--- src/rtl/insn16_pkg.sv ---
`timescale 1ns/1ps
// Shared types and helpers for the 16-bit instruction decoder.
// Assumes 4-bit register indices and an 11-bit packed operand field.
package insn16_pkg;

    localparam int REG_W      = 4;
    localparam int MAX_OPS    = 6;
    localparam int FLD_W      = 11;
    localparam int PFX_IMM_W  = 10;
    localparam int SHORT_IMMW = 6;
    localparam int LONG_IMMW  = 10;

    typedef enum logic [3:0] {
        FORM_R3      = 4'd0,
        FORM_R2      = 4'd1,
        FORM_R1      = 4'd2,
        FORM_R0      = 4'd3,
        FORM_RI16    = 4'd4,
        FORM_RI12    = 4'd5,
        FORM_I10     = 4'd6,
        FORM_PFX_IMM = 4'd7,
        FORM_PFX_OPR = 4'd8,
        FORM_BAD     = 4'd9
    } form_e;

    typedef enum logic [1:0] {
        ARITY_3 = 2'd0,
        ARITY_2 = 2'd1,
        ARITY_1 = 2'd2,
        ARITY_0 = 2'd3
    } arity_e;

    // Integer divide by three for values 0..8.
    function automatic logic [1:0] tri_hi(input logic [3:0] v);
        if (v >= 4'd6)      return 2'd2;
        else if (v >= 4'd3) return 2'd1;
        else                return 2'd0;
    endfunction

    // Number of operands carried by a packed field of the given arity.
    function automatic logic [1:0] ops_of(input arity_e a);
        case (a)
            ARITY_3: return 2'd3;
            ARITY_2: return 2'd2;
            ARITY_1: return 2'd1;
            default: return 2'd0;
        endcase
    endfunction

    // Map a small register-field constant to its shift amount.
    function automatic logic [5:0] shift_of(input logic [3:0] c);
        case (c)
            4'd9:    return 6'd16;
            4'd10:   return 6'd24;
            4'd11:   return 6'd32;
            4'd12, 4'd13, 4'd14, 4'd15: return 6'd0;
            default: return {2'b00, c};
        endcase
    endfunction

endpackage

--- src/rtl/insn16_regfield.sv ---
`timescale 1ns/1ps
// Unpacks an 11-bit register-operand field into arity, minor opcode
// bits and up to three register numbers (a, b, c).
// Assumes: field bits 10:6 are the base-3 selector, bits 5:0 carry the
// low register bits or the one/zero-operand payload. Purely combinational.
module insn16_regfield
    import insn16_pkg::*;
(
    input  logic [FLD_W-1:0] fld_i,
    output arity_e           arity_o,
    output logic [2:0]       minor_o,
    output logic [REG_W-1:0] ra_o,
    output logic [REG_W-1:0] rb_o,
    output logic [REG_W-1:0] rc_o
);

    logic [4:0] sel;
    logic [4:0] rem;
    logic [3:0] pair;
    logic [1:0] hi_a;
    logic [1:0] hi_b;
    logic [1:0] hi_c;

    assign sel = fld_i[10:6];

    // Split the selector into register high parts and pick the arity.
    always_comb begin
        arity_o = ARITY_3;
        minor_o = 3'd0;
        ra_o    = '0;
        rb_o    = '0;
        rc_o    = '0;
        hi_a    = 2'd0;
        hi_b    = 2'd0;
        hi_c    = 2'd0;
        rem     = 5'd0;
        pair    = 4'd0;
        if (sel < 5'd27) begin
            hi_a    = (sel >= 5'd18) ? 2'd2 : ((sel >= 5'd9) ? 2'd1 : 2'd0);
            rem     = sel - 5'(9 * hi_a);
            hi_b    = tri_hi(rem[3:0]);
            hi_c    = 2'(rem - 5'(3 * hi_b));
            ra_o    = {hi_a, fld_i[5:4]};
            rb_o    = {hi_b, fld_i[3:2]};
            rc_o    = {hi_c, fld_i[1:0]};
        end else if (&fld_i[10:5]) begin
            if (fld_i[3:2] == 2'b11) begin
                arity_o = ARITY_0;
                minor_o = {fld_i[4], fld_i[1:0]};
            end else begin
                arity_o = ARITY_1;
                minor_o = {2'b00, fld_i[4]};
                rc_o    = fld_i[3:0];
            end
        end else begin
            arity_o = ARITY_2;
            minor_o = {2'b00, fld_i[4]};
            pair    = 4'((fld_i[5] ? 5 : 0) + (32'(sel) - 27));
            hi_b    = tri_hi(pair);
            hi_c    = 2'(pair - 4'(3 * hi_b));
            rb_o    = {hi_b, fld_i[3:2]};
            rc_o    = {hi_c, fld_i[1:0]};
        end
    end

endmodule

--- src/rtl/insn16_prefix_state.sv ---
`timescale 1ns/1ps
// Holds the two pending-prefix states between instruction words.
// Assumes: the caller asserts at most the loads that apply to a valid
// word and asserts clear_i for every valid word that is not a prefix.
module insn16_prefix_state
    import insn16_pkg::*;
#(
    parameter int IMM_W = 32
)(
    input  logic             clk_i,
    input  logic             rst_n_i,
    input  logic             imm_load_i,
    input  logic             opr_load_i,
    input  logic             clear_i,
    input  logic [PFX_IMM_W-1:0] imm_bits_i,
    input  logic [FLD_W-1:0] opr_fld_i,
    output logic             imm_pend_o,
    output logic [IMM_W-1:0] imm_acc_o,
    output logic             opr_pend_o,
    output logic [FLD_W-1:0] opr_fld_o
);

    logic [IMM_W-1:0] acc_next;

    // Earlier prefix bits move up, the newest ten land at the bottom.
    always_comb begin
        if (imm_pend_o)
            acc_next = (imm_acc_o << PFX_IMM_W) | IMM_W'(imm_bits_i);
        else
            acc_next = IMM_W'(imm_bits_i);
    end

    // Register the pending prefixes; reset and plain words clear them.
    always_ff @(posedge clk_i) begin
        if (!rst_n_i || clear_i) begin
            imm_pend_o <= 1'b0;
            imm_acc_o  <= '0;
            opr_pend_o <= 1'b0;
            opr_fld_o  <= '0;
        end else begin
            if (imm_load_i) begin
                imm_pend_o <= 1'b1;
                imm_acc_o  <= acc_next;
            end
            if (opr_load_i) begin
                opr_pend_o <= 1'b1;
                opr_fld_o  <= opr_fld_i;
            end
        end
    end

endmodule

--- src/rtl/insn16_decode.sv ---
`timescale 1ns/1ps
// Top of the 16-bit instruction decoder. Classifies the word by its top
// bits, unpacks register fields, merges pending prefixes and flags
// illegal words. Decode outputs follow insn_i in the same cycle.
// Assumes: outputs are only meaningful while insn_valid_i is high.
module insn16_decode
    import insn16_pkg::*;
#(
    parameter int IMM_W   = 32,
    parameter int NUM_GPR = 12
)(
    input  logic                     clk_i,
    input  logic                     rst_n_i,
    input  logic                     insn_valid_i,
    input  logic [15:0]              insn_i,
    output logic [3:0]               form_o,
    output logic [7:0]               opcode_o,
    output logic [2:0]               nregs_o,
    output logic [MAX_OPS*REG_W-1:0] regs_o,
    output logic [IMM_W-1:0]         imm_o,
    output logic [5:0]               shamt_o,
    output logic                     long_o,
    output logic                     long_xop_o,
    output logic                     illegal_o
);

    localparam int NSRC = 2;

    logic [3:0]       top4;
    logic             is_reg;
    form_e            form;
    logic             imm_load;
    logic             opr_load;
    logic             pfx_clear;
    logic             imm_pend;
    logic             opr_pend;
    logic [IMM_W-1:0] imm_acc;
    logic [FLD_W-1:0] opr_fld_q;

    logic [FLD_W-1:0] fld_src [NSRC];
    arity_e           ar      [NSRC];
    logic [2:0]       mn      [NSRC];
    logic [REG_W-1:0] ra      [NSRC];
    logic [REG_W-1:0] rb      [NSRC];
    logic [REG_W-1:0] rc      [NSRC];
    logic [REG_W-1:0] ops     [NSRC][3];
    logic [1:0]       nops    [NSRC];

    assign fld_src[0] = insn_i[10:0];
    assign fld_src[1] = opr_fld_q;

    // One unpacker for the current word, one for the stored operand prefix.
    for (genvar g = 0; g < NSRC; g++) begin : g_unpack
        insn16_regfield u_field (
            .fld_i   (fld_src[g]),
            .arity_o (ar[g]),
            .minor_o (mn[g]),
            .ra_o    (ra[g]),
            .rb_o    (rb[g]),
            .rc_o    (rc[g])
        );

        // Left-align the decoded operands of this source into an ordered list.
        always_comb begin
            nops[g] = ops_of(ar[g]);
            ops[g][0] = '0;
            ops[g][1] = '0;
            ops[g][2] = '0;
            case (ar[g])
                ARITY_3: begin
                    ops[g][0] = ra[g];
                    ops[g][1] = rb[g];
                    ops[g][2] = rc[g];
                end
                ARITY_2: begin
                    ops[g][0] = rb[g];
                    ops[g][1] = rc[g];
                end
                ARITY_1: ops[g][0] = rc[g];
                default: ;
            endcase
        end
    end

    insn16_prefix_state #(.IMM_W(IMM_W)) u_pfx (
        .clk_i      (clk_i),
        .rst_n_i    (rst_n_i),
        .imm_load_i (imm_load),
        .opr_load_i (opr_load),
        .clear_i    (pfx_clear),
        .imm_bits_i (insn_i[9:0]),
        .opr_fld_i  (insn_i[10:0]),
        .imm_pend_o (imm_pend),
        .imm_acc_o  (imm_acc),
        .opr_pend_o (opr_pend),
        .opr_fld_o  (opr_fld_q)
    );

    assign top4   = insn_i[15:12];
    assign is_reg = (top4[3:2] == 2'b00) || (top4 == 4'b0100) ||
                    (top4[3:2] == 2'b10) || (top4 == 4'b1100);

    // Main classification: form, opcode, immediate, flags and prefix control.
    always_comb begin
        form       = FORM_BAD;
        opcode_o   = {2'b00, insn_i[15:10]};
        imm_o      = '0;
        shamt_o    = 6'd0;
        long_o     = 1'b0;
        long_xop_o = 1'b0;
        illegal_o  = 1'b0;
        imm_load   = 1'b0;
        opr_load   = 1'b0;
        if (is_reg) begin
            case (ar[0])
                ARITY_3: form = FORM_R3;
                ARITY_2: form = FORM_R2;
                ARITY_1: form = FORM_R1;
                default: form = FORM_R0;
            endcase
            opcode_o   = {insn_i[15:11], mn[0]};
            long_o     = opr_pend;
            long_xop_o = opr_pend && (|mn[1]);
            shamt_o    = (nops[0] != 2'd0) ? shift_of(rc[0]) : 6'd0;
            illegal_o  = imm_pend;
        end else if (top4 == 4'b0101 || top4 == 4'b0110 || top4 == 4'b0111) begin
            form      = (top4 == 4'b0111) ? FORM_RI12 : FORM_RI16;
            imm_o     = imm_pend ? ((imm_acc << SHORT_IMMW) | IMM_W'(insn_i[5:0]))
                                 : IMM_W'(insn_i[5:0]);
            illegal_o = opr_pend ||
                        ((top4 == 4'b0111) && (32'(insn_i[9:6]) >= NUM_GPR));
        end else if (top4 == 4'b1101 || top4 == 4'b1110) begin
            form      = FORM_I10;
            imm_o     = imm_pend ? ((imm_acc << LONG_IMMW) | IMM_W'(insn_i[9:0]))
                                 : IMM_W'(insn_i[9:0]);
            illegal_o = opr_pend;
        end else if (top4 == 4'b1111 && insn_i[11]) begin
            if (ar[0] == ARITY_3 || ar[0] == ARITY_2) begin
                form     = FORM_PFX_OPR;
                opr_load = insn_valid_i;
            end else begin
                illegal_o = 1'b1;
            end
        end else if (top4 == 4'b1111 && !insn_i[10]) begin
            form     = FORM_PFX_IMM;
            imm_load = insn_valid_i;
        end else begin
            illegal_o = 1'b1;
        end
        form_o    = form;
        pfx_clear = insn_valid_i && !imm_load && !opr_load;
    end

    // Fill register slots: current operands first, then the prefix operands.
    always_comb begin
        logic [1:0] cur_n;
        logic [1:0] pfx_n;
        regs_o = '0;
        cur_n  = 2'd0;
        pfx_n  = 2'd0;
        if (is_reg) begin
            cur_n = nops[0];
            pfx_n = opr_pend ? nops[1] : 2'd0;
        end else if (form == FORM_RI16 || form == FORM_RI12) begin
            regs_o[REG_W-1:0] = insn_i[9:6];
        end
        for (int i = 0; i < MAX_OPS; i++) begin
            if (i < 32'(cur_n))
                regs_o[i*REG_W +: REG_W] = ops[0][i % 3];
            else if (i - 32'(cur_n) < 32'(pfx_n))
                regs_o[i*REG_W +: REG_W] = ops[1][(i - 32'(cur_n)) % 3];
        end
        if (form == FORM_RI16 || form == FORM_RI12)
            nregs_o = 3'd1;
        else
            nregs_o = 3'(cur_n) + 3'(pfx_n);
    end

endmodule

--- config.mk ---
export PLATFORM = sky130hd
export DESIGN_NAME = insn16_decode
export DESIGN_NICKNAME = d
export VERILOG_FILES = /design/src/rtl/insn16_pkg.sv /design/src/rtl/insn16_regfield.sv /design/src/rtl/insn16_prefix_state.sv /design/src/rtl/insn16_decode.sv
export SDC_FILE = /design/constraint.sdc
export NUM_CORES = 1
export LEC_CHECK = 0
export BUFFER_PORTS_ARGS = -buffer_cell sky130_fd_sc_hd__buf_2
export CAP_MARGIN = 20
export CORE_MARGIN = 10
export CORE_UTILIZATION = 32
export CTS_CLUSTER_SIZE = 14
export DETAILED_ROUTE_END_ITERATION = 10
export HOLD_SLACK_MARGIN = 0.1
export PLACE_DENSITY = 0.64
export SETUP_SLACK_MARGIN = 0.02
export SYNTH_ARGS = -nofsm -noshare
export SYNTH_HDL_FRONTEND = slang
export SYNTH_SLANG_ARGS = --single-unit
--- constraint.sdc ---
create_clock -name clk_i -period 3.9 [get_ports clk_i]
set_clock_uncertainty 0.1 [all_clocks]
set_input_delay 0.195 -clock clk_i [delete_from_list [all_inputs] [get_ports clk_i]]
set_output_delay 0.195 -clock clk_i [all_outputs]
set_load 0.005 [all_outputs]
**Word level (Yosys, flattened, before mapping)**

Index checks and enable logic that the tools add are counted.

- Flip-flop bits (word level): 39
- Output and inout bits: 80
- Bits of input ports: 19
- Word-level logic and storage cells: 243

- Reduce and logical (&&, ||, !) cells: 28
- Order comparisons: 30
- Mux-type cells: 120
- Eq/ne operators: 24
- Add/sub/neg operators: 17
- $mul: 6
- Div/mod/pow operators: 6
- Bitwise gates (word level): 8

Operators with widths:

| cell | number |
|---|---|
| $ge A33 B3 Y1 const B | 6 |
| $not A32 Y33 | 6 |
| $lt A32 B2 Y1 | 6 |
| $mod A32 B2 Y32 const B | 6 |
| $mux W4 | 42 |
| $mux W32 | 5 |
| $bmux W4 S2 | 6 |
| $eq A4 B4 Y1 const B | 11 |
| $mux W2 | 19 |
| $or A32 B10 Y32 | 1 |
| $or A32 B6 Y32 | 1 |
| $mux W1 | 28 |
| $mux W3 | 9 |
| $eq A4 B3 Y1 const B | 6 |
| $pmux W4 S3 | 2 |
| $pmux W6 S4 | 1 |
| $pmux W2 S3 | 3 |
| $ge A4 B2 Y1 const B | 4 |
| $ge A4 B3 Y1 const B | 4 |
| $pmux W4 S2 | 2 |
| $mux W6 | 2 |
| $reduce_and A6 Y1 | 2 |
| $eq A2 B2 Y1 const B | 5 |
| $ge A5 B4 Y1 const B | 2 |
| 24 further kinds | 60 |

**Depth between registers and ports, before layout**

Gate-level depths: netlist of the first run.

- Depth in word-level cells: 18
- Gate-level depth with buffers: 17

**By module**

From an unflattened synthesis of the first run, not the netlist that was laid out.

- Cell total of the unflattened synthesis: 714
- Area total of the unflattened synthesis: 5497.8 µm²

Modules (own cells, without submodules):

| module | instances | cells an instance | area an instance (µm²) | sequential area each (µm²) |
|---|---|---|---|---|
| insn16_decode | 1 | 365 | 2551.2 | 0.0 |
| insn16_prefix_state | 1 | 172 | 1716.6 | 900.9 |
| insn16_regfield (g_unpack[0].u_field) | 1 | 89 | 626.9 | 0.0 |
| insn16_regfield (g_unpack[1].u_field) | 1 | 88 | 603.1 | 0.0 |

**Worst setup path before layout of the first run**

No wires, ideal clock.

- Path type: reg-to-output
- Start: register u_pfx.opr_fld_o[7]
- End: output port regs_o[7]
- Slack: 0.226 ns
- Buffers on the path: 1
- Cell stages (with the launch flop): 16
- Data required time: 3.605 ns
- Arrival time: 3.379 ns
- Path through: dfxtp_1 clkbuf_1 or4b_1 o21ai_1 ha_1 inv_1 ha_1 or3_1 o211ai_1 xor2_1 nor2_1 ha_1 nor2_1 mux2i_1 or4_1 o211ai_1

- Cells in the longest elaborated chain, start to end: 18
- Elaborated cells on any way between the ends: 47
- Those cells by class: 5 x add/sub; 3 x mul; 8 x order compare; 2 x eq/ne; 27 x mux; 2 x reduce/logical

RTL lines:

| element | line | RTL |
|---|---|---|
| start: declaration | insn16_prefix_state.sv:20 | `output logic [FLD_W-1:0] opr_fld_o` |
| start signal: assignment | insn16_prefix_state.sv:47 | `opr_fld_o <= opr_fld_i;` |
| $ge A5 B4 Y1 | insn16_regfield.sv:39 | `hi_a = (sel >= 5'd18) ? 2'd2 : ((sel >= 5'd9) ? 2'd1 : 2'd0);` |
| $mux W1 | insn16_regfield.sv:39 |  |
| $mux W2 | insn16_regfield.sv:39 |  |
| $mul A4 B2 Y4 | insn16_regfield.sv:40 | `rem = sel - 5'(9 * hi_a);` |
| $sub A4 B4 Y4 | insn16_regfield.sv:40 |  |
| $ge A4 B2 Y1 | insn16_pkg.sv:36 | `else if (v >= 4'd3) return 2'd1;` |
| $mux W1 | insn16_pkg.sv:36 |  |
| $mux W2 | insn16_pkg.sv:35 | `if (v >= 4'd6) return 2'd2;` |
| $mux W2 | insn16_regfield.sv:38 | `if (sel < 5'd27) begin` |
| $mul A1 B2 Y2 | insn16_regfield.sv:42 | `hi_c = 2'(rem - 5'(3 * hi_b));` |
| $sub A2 B2 Y2 | insn16_regfield.sv:42 |  |
| $mux W4 | insn16_regfield.sv:38 |  |
| $pmux W4 S3, or another cell as far along | insn16_decode.sv:69 | `case (ar[g])` |
| $bmux W4 S2 | insn16_decode.sv:171 | `regs_o[i*REG_W +: REG_W] = ops[1][(i - 32'(cur_n)) % 3];` |
| $mux W4 (implied by the code) (2 in series) | insn16_decode.sv:171 |  |
| $mux W4 (*) | insn16_decode.sv:170 | `else if (i - 32'(cur_n) < 32'(pfx_n))` |
| $mux W4 (*) | insn16_decode.sv:168 | `if (i < 32'(cur_n))` |
| end: declaration | insn16_decode.sv:19 | `output logic [MAX_OPS*REG_W-1:0] regs_o,` |

Mark *: on every way between the ends. The rest lies on a longest branch, timed or not. The select of a mux whose other input is x is not followed.

**Worst setup path in the final report of the first run**

- Start: register u_pfx.opr_fld_o[9]
- End: output port regs_o[15]

- Cells in the longest elaborated chain, start to end: 17
- Elaborated cells on any way between the ends: 46
- Those cells by class: 5 x add/sub; 3 x mul; 8 x order compare; 2 x eq/ne; 26 x mux; 2 x reduce/logical

RTL lines:

| element | line |
|---|---|
| $ge A5 B4 Y1 | insn16_regfield.sv:39 |
| $mux W1 | insn16_regfield.sv:39 |
| $mux W2 | insn16_regfield.sv:39 |
| $mul A4 B2 Y4 | insn16_regfield.sv:40 |
| $sub A4 B4 Y4 | insn16_regfield.sv:40 |
| $ge A4 B2 Y1 | insn16_pkg.sv:36 |
| $mux W1 | insn16_pkg.sv:36 |
| $mux W2 | insn16_pkg.sv:35 |
| $mux W2 | insn16_regfield.sv:38 |
| $mul A1 B2 Y2 | insn16_regfield.sv:42 |
| $sub A2 B2 Y2 | insn16_regfield.sv:42 |
| $mux W4 | insn16_regfield.sv:38 |
| $pmux W4 S3, or another cell as far along | insn16_decode.sv:69 |
| $bmux W4 S2 | insn16_decode.sv:171 |
| $mux W4 (implied by the code) (2 in series) | insn16_decode.sv:171 |
| $mux W4 (*) | insn16_decode.sv:170 |

Marks and branches as above.

==> results of run 1 <==
logic make-up after synthesis:
kind of cell               count (synthesis)  synth area share [%]
xor gates and xnor gates                  14                  3.46
adders and majority gates                 36                  11.1
muxes                                     19                  4.53
DFF                                       39                  18.0
and+or+nand+nor                          264                  29.5
AOI/OAI and AO/OA                        171                  26.6
buffers and inverters                     78                  6.86
cells in the final DEF, fill, tap and decap left out, types with 4 or more instances in the layout:
cell	instances
a21o_1	4
a21oi_1	50
a22o_1	20
a22oi_1	14
a31oi_1	7
and2_1	23
and3_1	4
buf_2	98
buf_4	29
clkbuf_16	5
dfxtp_1	37
ha_1	29
inv_1	29
mux2i_1	15
nand2_1	86
nand2b_1	9
nand3_1	35
nand4_1	7
nor2_1	55
nor2b_1	13
nor3b_1	4
o211ai_1	7
o21a_1	6
o21ai_0	12
o21ai_1	8
o22a_1	4
o22ai_1	5
xnor2_1	4
xor2_1	4
xor2_2	4
synthesized netlist by cell type (5+ instances only):
library cell  count
clkbuf_1         41
nand2b_1          9
nand2_1          87
o21ai_0          14
nand3_1          35
nor3b_1           5
a22oi_1          14
a31oi_1           7
nand4_1           7
o21a_1            6
a21oi_1          52
and2_1           25
o22ai_1           5
mux2i_1          17
nor2_1           57
a22o_1           21
o211ai_1          7
inv_1            30
nor2b_1          13
dfxtp_1          39
xor2_1            8
o21ai_1           7
ha_1             32
worst paths after layout:
kind | from | end | slack, ns | cells after the start
hold / removal | insn_i[4] | u_pfx.imm_acc_o[4] | 0.14 | 3
hold reg to reg | u_pfx.imm_acc_o[24] | u_pfx.imm_acc_o[24] | 0.35 | 2
setup / recovery | u_pfx.opr_fld_o[9] | regs_o[15] | 0.1 | 16
setup reg to reg | u_pfx.imm_pend_o | u_pfx.imm_acc_o[16] | 2.72 | 3
per-layer routing:
metal	part of all wire (%)	vias to the layer above	GRT usage, %	wire length (um)
met1	43	2215	19.4	6470
met4	1.0	4	3.02	157
met3	7.1	16	2.69	1070
met5	0.13	-	0	19
li1	-	2380	-	-
met2	49	144	26.1	7370
registers in the layout, indices dropped and copies added (netlist names):
register / count
u_pfx.imm_acc_o: 26
u_pfx.imm_pend_o: 1
u_pfx.opr_fld_o: 11
u_pfx.opr_pend_o: 1
power breakdown:
group          internal [W]  leakage, nW  switching (W)  total [W]
clock              0.000235       0.0658       0.000164   0.000400
combinational      0.000158         1.97       0.000227   0.000385
sequential         0.000399        0.315    0.000000298   0.000399
total              0.000792         2.35       0.000391    0.00118
layout make-up:
cell class	instances	area (um^2)
antenna	1	2.50
clock buffer	5	125
clock inverter	3	20.0
fill	1410	7800
inverter	31	116
multi-input combinational	504	3450
sequential	39	783
tap	176	220
timing repair buffer	129	729
metrics by stage:
stage               worst slack (ns)  hold WS, ns  setup TNS, ns  power, W  area (um^2)
floorplan                      0.226        0.231              0  0.000649         4340
detailed placement             0.111        0.349              0  0.000783         5050
finish                        0.0969        0.144              0   0.00118         5450
global placement               0.178        0.345              0  0.000781         5050
global route                 -0.0193        0.152        -0.0379   0.00125         5450
CTS                           0.0485        0.139              0   0.00119         5280
worst max-delay path: stages (launching register included):
cell and delay, ns:
dfxtp_2 0.31, or4b_4 0.54, o21ai_4 0.10, ha_4 0.16, inv_2 0.04, ha_4 0.14, or3_1 0.30, o211ai_1 0.19
xor2_1 0.09, buf_4 0.16, nor2_4 0.12, ha_4 0.17, and2_4 0.15, mux2i_4 0.08, or3b_1 0.36, a21boi_1 0.16
buf_2 0.14
what timing repair did:
action | CTS | global route
endpoints found under the hold margin | 2 | 0
pin swaps | 7 | 6
resized for setup | 9 | 34
hold buffers | 1 | 0
endpoints found under the setup margin | 6 | 17
buffers inserted | 7 | 0
==> reports/results.txt, run 1 <==
Antenna violations before repair = 3
# Max-Cap Violations = 0
Clk root buf = clkbuf_16
WL per Instance = 17.0 um
Die height = 136 um
Core Box Area = 13200 um^2
Number of synthesized flops with an enable pin = 0
I/O Buffers = 98
RSZ-0062 raised after global routing = true
GRT Overall Usage = 15.2%
Initial Util = 32.8%
Asr flop ratio synth = 0%
I/O pins = 99
Max-slew headroom = 33.9%
Max FO, Critical Path = 4
Largest net degree at the start of global routing = 38
Worst setup SP type = flop
Fmax = 263 MHz
Setup Viol. Count Final = 0
Nets = 765
Yosys Warn Count = 0
Cells after synthesis = 621
Clk slew on worst S/H paths = 0.06 ns
Leakage power = 2.35 nW
Final Slew Violations = 0
Peak VDD IR = 0.136 mV
Die Width = 136 um
Status = complete, no violations
DR vias = 4759
Largest area contributor in the netlist = dfxtp_1
Clk_lat worst skew = 0.28 ns
Final hold vios = 0
ANT nets after route = 0
DRT iter0 DRCs = 281
Sequential fraction of the synthesis area = 18.0%
Global placer's final weighted congestion = 0.871
Worst setup EP type = output pin
Syn_area_per_cell = 6.99 um^2
CTS max path bufs = 2
DR vias/cell = 5.36
Num CTS Buffers = 5
CP arrival = 3.51 ns
First-pass GRT wire length = 23.4 mm
Hold Path Class = in -> reg
Period utilization = 97.5%
First-pass DRT Iterations = 5
Setup CP Type = reg -> out
P per Cell Area = 217 nW/um^2
Tightest Pin Transition = 0.991 ns
Critical Path RT = 3.61 ns
Fin util = 41.1%
Routed WL = 15.1 mm
Net count after synthesis = 676
Number of synthesized register bits = 39
Fin crit period = 3.80 ns
Fin cells = 888
Placed cell count = 872
Synth top area share = 18.0%
Drc violations = 0
Dominant synthesized flop cell = dfxtp_1
Vias in the first global route = 4398
Fraction of layout cells with a size suffix above 1 = 24.5%
Area grow syn2layout = 25.5%
Dominant cells by area after synthesis = dfxtp_1 18%, ha_1 9.2%, nand2_1 7.5%
Grt total ovfl = 0
H-tree depth = 2
Yosys cell types = 67
Clk sink count = 39
Detail Placement HPWL = 11.5 mm
Row count = 42
CTS tree = built
Area of the die = 18600 um^2
Netlist Area Pre-Place = 4340 um^2
No activity file was read; power rests on OpenSTA's default activity.
==> inputs of run 2 (changes only) <==
- BUFFER_PORTS_ARGS: -buffer_cell sky130_fd_sc_hd__buf_2 -> not set
- DONT_BUFFER_PORTS: not set -> 1
- PLACE_DENSITY: 0.64 -> 0.57
==> run 2 against run 1 <==
Highest routed layer is now met4. Die area unchanged. Hold slack worse by 0.015 ns. Routed wire length increased by 2.5%. Clock-buffer cell count increased by 1.
==> reports/results.txt, run 2 (synthesis results as in run 1) <==
Worst reg2reg path startpoint = u_pfx.imm_pend_o
Period utilization = 95.7%
Clk root buf = clkbuf_16
Clk sink count = 39
Tightest Pin Transition = 1.00 ns
Sequential Power Share = 35.3%
CP arrival = 3.44 ns
# Max-Cap Violations = 0
Antenna violations before repair = 0
Worst path max stage delay = 0.55 ns
Peak VDD IR = 0.161 mV
Area grow syn2layout = 14.5%
Die height = 136 um
WP buf/inv = 1
Worst R2R Path Depth = 3
Combinational share of power = 29.8%
Biggest registers after layout = u_pfx.imm_acc_o (26), u_pfx.opr_fld_o (11)
Grt total ovfl = 0
DRT iter0 DRCs = 309
Largest net degree at the start of global routing = 40
Global placer's final weighted congestion = 0.946
Setup Viol. Count Final = 0
Die Width = 136 um
Vias in the first global route = 4258
CP top delay family = simple AND/OR/NAND/NOR gates
Final Slew Violations = 0
Hold Path Class = in -> reg
Clock share of power = 34.9%
GRT Overall Usage = 15.8%
Ant. Diodes = 0
Max FFs per register = 26
Row count = 42
Initial Util = 32.8%
Setup CP Type = reg -> out
ANT nets after route = 0
Crit path cell chain = or4b_4 > o21ai_4 > ha_4 > inv_2 > ha_4 > or3_1 > o211ai_1 > xor2_2 > nor2_2 > ha_2 > nand2_1 > or3_1 > a31oi_2
Drc violations = 0
Setup TNS = 0 ns
Critical Path RT = 3.61 ns
WL per Instance = 19.5 um
Num CTS Buffers = 5
Commonest non-fill, non-tap cell in the layout = nand2_1
Hold Path Sink = u_pfx.opr_fld_o[5]
Fraction of layout cells with a size suffix above 1 = 11.2%
Nets = 671
Final hold vios = 0
Net Switching = 0.000364 W
Worst hold stages = 4
DR vias = 4538
Clk_lat worst skew = 0.28 ns
H-tree depth = 2
I/O Buffers = 0
I/O pins = 99
Worst Hold Launch = insn_i[5]
Crit path depth = 13
Core Box Area = 13200 um^2
Detail Placement HPWL = 11.6 mm
CTS max path bufs = 2
Area of the die = 18600 um^2
R2R Setup Slk = 2.85 ns
Fin crit period = 3.73 ns
Max-slew headroom = 33.1%
Placed cell area = 4530 um^2
First-pass GRT wire length = 24.1 mm
Fmax = 268 MHz
Worst setup SP type = flop
Commonest cells after routing, fill and taps aside = 86 x nand2_1, 55 x nor2_1, 51 x a21oi_1
Biggest register = u_pfx.imm_acc_o
Switching Fraction = 32.3%
First-pass DRT Iterations = 5
Status = complete, no violations
Worst setup EP type = output pin
RSZ-0062 raised after global routing = true
Routed WL = 15.5 mm
Slowest stage cell on the critical path = or4b_4
Max FO, Critical Path = 3
DR vias/cell = 5.72
FF-to-FF End = u_pfx.imm_acc_o[12]
Fin area = 4970 um^2
CTS tree = built
Internal cell power = 0.000764 W
Leakage power = 1.88 nW
P per Cell Area = 227 nW/um^2
Clk slew on worst S/H paths = 0.05 ns
-- run 2: cell count changes in the layout (fill, tap and decap cells not counted), sizes merged --
cell	before	now
buf	128	24
clkbuf	5	6
clkinvlp	2	1
diode	1	0
dlygate4sd3	1	11
-- run 2: layout make-up --
cell class / instances / area, um^2
sequential: 39 / 788
fill: 1411 / 8270
clock inverter: 2 / 12.5
clock buffer: 6 / 129
multi-input combinational: 504 / 3400
timing repair buffer: 35 / 298
inverter: 31 / 116
tap: 176 / 220
-- run 2: worst max-delay path by stage --
stage	start	to	slack, ns
detailed placement	u_pfx.opr_fld_o[10]	regs_o[7]	0.10
global placement	u_pfx.opr_fld_o[10]	regs_o[7]	0.25
finish	u_pfx.opr_fld_o[7]	regs_o[22]	0.17
CTS	u_pfx.opr_fld_o[9]	regs_o[22]	0.02
global route	u_pfx.opr_fld_o[7]	regs_o[7]	0.02
floorplan	u_pfx.opr_fld_o[7]	regs_o[7]	0.23
-- run 2: layer usage --
metal	vias up	global-route usage (%)	part of all wire (%)
met5	-	0	0
met4	0	5.21	2.4
met3	27	3.39	7.3
met2	158	25.2	47
met1	2162	20.7	44
li1	2191	-	-
-- run 2: worst min-delay path, cell delays in order --
cell	delay, ns
inv_1	0.05
nor2_1	0.11
a21oi_1	0.05
nor2_1	0.07
-- run 2: timing repair --
action / 4_1_cts / 5_1_grt
pin swaps: 7 / 12
hold buffers: 11 / 0
hold endpoints to repair: 17 / 0
setup endpoints to repair: 12 / 18
setup buffers: 4 / 0
resized for setup: 10 / 28
-- run 2: through the flow --
stage          cells  util, %  total power, W  hold WS (ns)  setup slack [ns]
5_1_grt          793     37.5         0.00119         0.188            0.0166
3_3_place_gp     770     34.2        0.000720         0.233             0.249
6_report         793     37.5         0.00113         0.128             0.167
4_1_cts          793     36.6         0.00113         0.125            0.0229
2_1_floorplan    621        -        0.000649         0.231             0.226
3_5_place_dp     770     34.2        0.000723         0.239             0.103
-- run 2: power by group through the flow --
stage	registers, W	clock network (W)	logic, W
finish	0.000398	0.000394	0.000336
global route	0.000398	0.000421	0.000370
CTS	0.000398	0.000404	0.000331
detailed placement	0.000408	0	0.000316
global placement	0.000408	0	0.000312
floorplan	0.000408	0	0.000241
==> inputs of run 3 (changes only) <==
- REMOVE_ABC_BUFFERS: not set -> 1
==> run 3 against run 2 <==
Global-route usage is 0.10 points lower. Sequential share of layout area is 0.068 points lower. Register-to-register slack worse by 0.31 ns. Non-clock buffer count is 2 higher. Via count is 1.9% higher. Fmax is 1.6% higher. Flip-flop and latch count stayed put. Highest routed layer unchanged.
==> reports/results.txt, run 3 (synthesis results as in run 1) <==
CP arrival = 3.38 ns
P per Cell Area = 251 nW/um^2
Tightest Pin Transition = 0.979 ns
Drc violations = 0
Max FO, Critical Path = 4
Largest net degree at the start of global routing = 40
Clk slew on worst S/H paths = 0.05 ns
Fraction of layout cells with a size suffix above 1 = 9.21%
Max-slew headroom = 34.7%
Max FFs per register = 26
CTS tree = built
Detail Placement HPWL = 11.3 mm
Grt total ovfl = 0
Area grow syn2layout = 14.4%
Worst setup EP type = output pin
Nets = 673
Area of the die = 18600 um^2
Crit path cell chain = or4b_4 > o21ai_4 > ha_4 > inv_1 > ha_1 > or3_1 > o211ai_1 > xor2_1 > buf_4 > nor2_4 > ha_4 > and2_4 > mux2i_2 > or4_1 > o211ai_1
CP top delay family = simple AND/OR/NAND/NOR gates
Vias in the first global route = 4276
Global placer's final weighted congestion = 0.898
Row count = 42
Critical Path RT = 3.61 ns
GRT Overall Usage = 15.7%
DRT iter0 DRCs = 636
Core Box Area = 13200 um^2
Period utilization = 94.3%
CTS max path bufs = 2
RSZ-0062 raised after global routing = false
Fin crit period = 3.68 ns
Initial Util = 32.8%
Final hold vios = 0
Setup CP Type = reg -> out
Routed WL = 15.2 mm
First-pass DRT Iterations = 7
Slowest stage cell on the critical path = or4b_4
Area occupied by multi-input gates = 3350 um^2
# Max-Cap Violations = 0
Clk_lat worst skew = 0.27 ns
Antenna violations before repair = 0
First-pass GRT wire length = 23.8 mm
Reg area = 785 um^2
Hold_ws = 0.116 ns
Final Slew Violations = 0
Combinational share of power = 26.7%
I/O Buffers = 0
Fin util = 37.5%
Status = complete, no violations
Fmax = 272 MHz
Ant. Diodes = 0
Worst setup SP type = flop
Die Width = 136 um
Num CTS Buffers = 5
Peak VDD IR = 0.173 mV
ANT nets after route = 0
Clk sink count = 39
Clk root buf = clkbuf_16
Filler cells = 1396
WL per Instance = 19.1 um
DR vias = 4626
Commonest non-fill, non-tap cell in the layout = nand2_1
Switching Fraction = 28.2%
WP buf/inv = 2
Net Switching = 0.000352 W
Worst path max stage delay = 0.55 ns
Biggest registers after layout = u_pfx.imm_acc_o (26), u_pfx.opr_fld_o (11)
Setup TNS = 0 ns
Setup Viol. Count Final = 0
DR vias/cell = 5.82
Leakage power = 1.90 nW
Die height = 136 um
H-tree depth = 2
Commonest cells after routing, fill and taps aside = 87 x nand2_1, 55 x nor2_1, 51 x a21oi_1
Internal cell power = 0.000894 W
Biggest register = u_pfx.imm_acc_o
Hold Path Class = in -> reg
Sequential Power Share = 32.0%
I/O pins = 99
Clock share of power = 41.4%
## run 3: cell types whose count changed in the layout (fill, tap and decap cells not counted), sizes merged
cell / previous run / this run
bufinv: 0 / 2
clkinvlp: 1 / 0
clkinv: 1 / 0
buf: 24 / 26
## run 3: area by class of cell
type | instances | area share (%)
sequential | 39 | 15.8
clock buffer | 6 | 2.60
timing repair buffer | 37 | 6.15
inverter | 31 | 2.34
multi-input combinational | 504 | 67.5
clock inverter | 2 | 1.21
tap | 176 | 4.43
## run 3: worst min-delay path, stage by stage
cell and delay [ns]:
inv_1 0.04, nor2_1 0.10, a21oi_1 0.04, nor2_1 0.07
## run 3: what timing repair did
action | in CTS | in global routing
resized for setup | 7 | 13
hold buffers | 11 | 0
pin swaps | 2 | 4
setup buffers | 4 | 1
endpoints found under the hold margin | 17 | 0
endpoints found under the setup margin | 12 | 9
## run 3: worst paths after layout
check | endpoint | cells past startpoint | slack (ns) | from
max | regs_o[7] | 15 | 0.22 | u_pfx.opr_fld_o[7]
min | u_pfx.opr_fld_o[8] | 4 | 0.12 | insn_i[8]
max reg2reg | u_pfx.imm_acc_o[16] | 2 | 2.54 | u_pfx.imm_pend_o
min reg2reg | u_pfx.imm_acc_o[25] | 2 | 0.36 | u_pfx.imm_acc_o[25]
## run 3: layer usage
metal	wire [um]	vias to the layer above	global-route usage, %
met5	0	-	0
met2	7190	180	25.7
met3	1050	12	3.58
met1	6760	2237	20.7
met4	208	0	2.96
li1	-	2197	-
## run 3: stage by stage
step	cells	setup WS, ns	instance area (um^2)	total power (W)
3_5_place_dp	771	0.0443	4540	0.000722
5_1_grt	795	0.0283	4970	0.00130
3_3_place_gp	771	0.181	4540	0.000716
4_1_cts	794	0.0235	4890	0.00125
6_report	795	0.224	4970	0.00125
2_1_floorplan	574	0.316	4160	0.000632
## run 3: power by group through the flow
| stage | registers, W | clock network [W] | logic [W] |
|---|---|---|---|
| floorplan | 0.000408 | 0 | 0.000225 |
| global placement | 0.000408 | 0 | 0.000308 |
| detailed placement | 0.000408 | 0 | 0.000314 |
| CTS | 0.000399 | 0.000524 | 0.000329 |
| global route | 0.000398 | 0.000539 | 0.000366 |
| finish | 0.000398 | 0.000515 | 0.000332 |
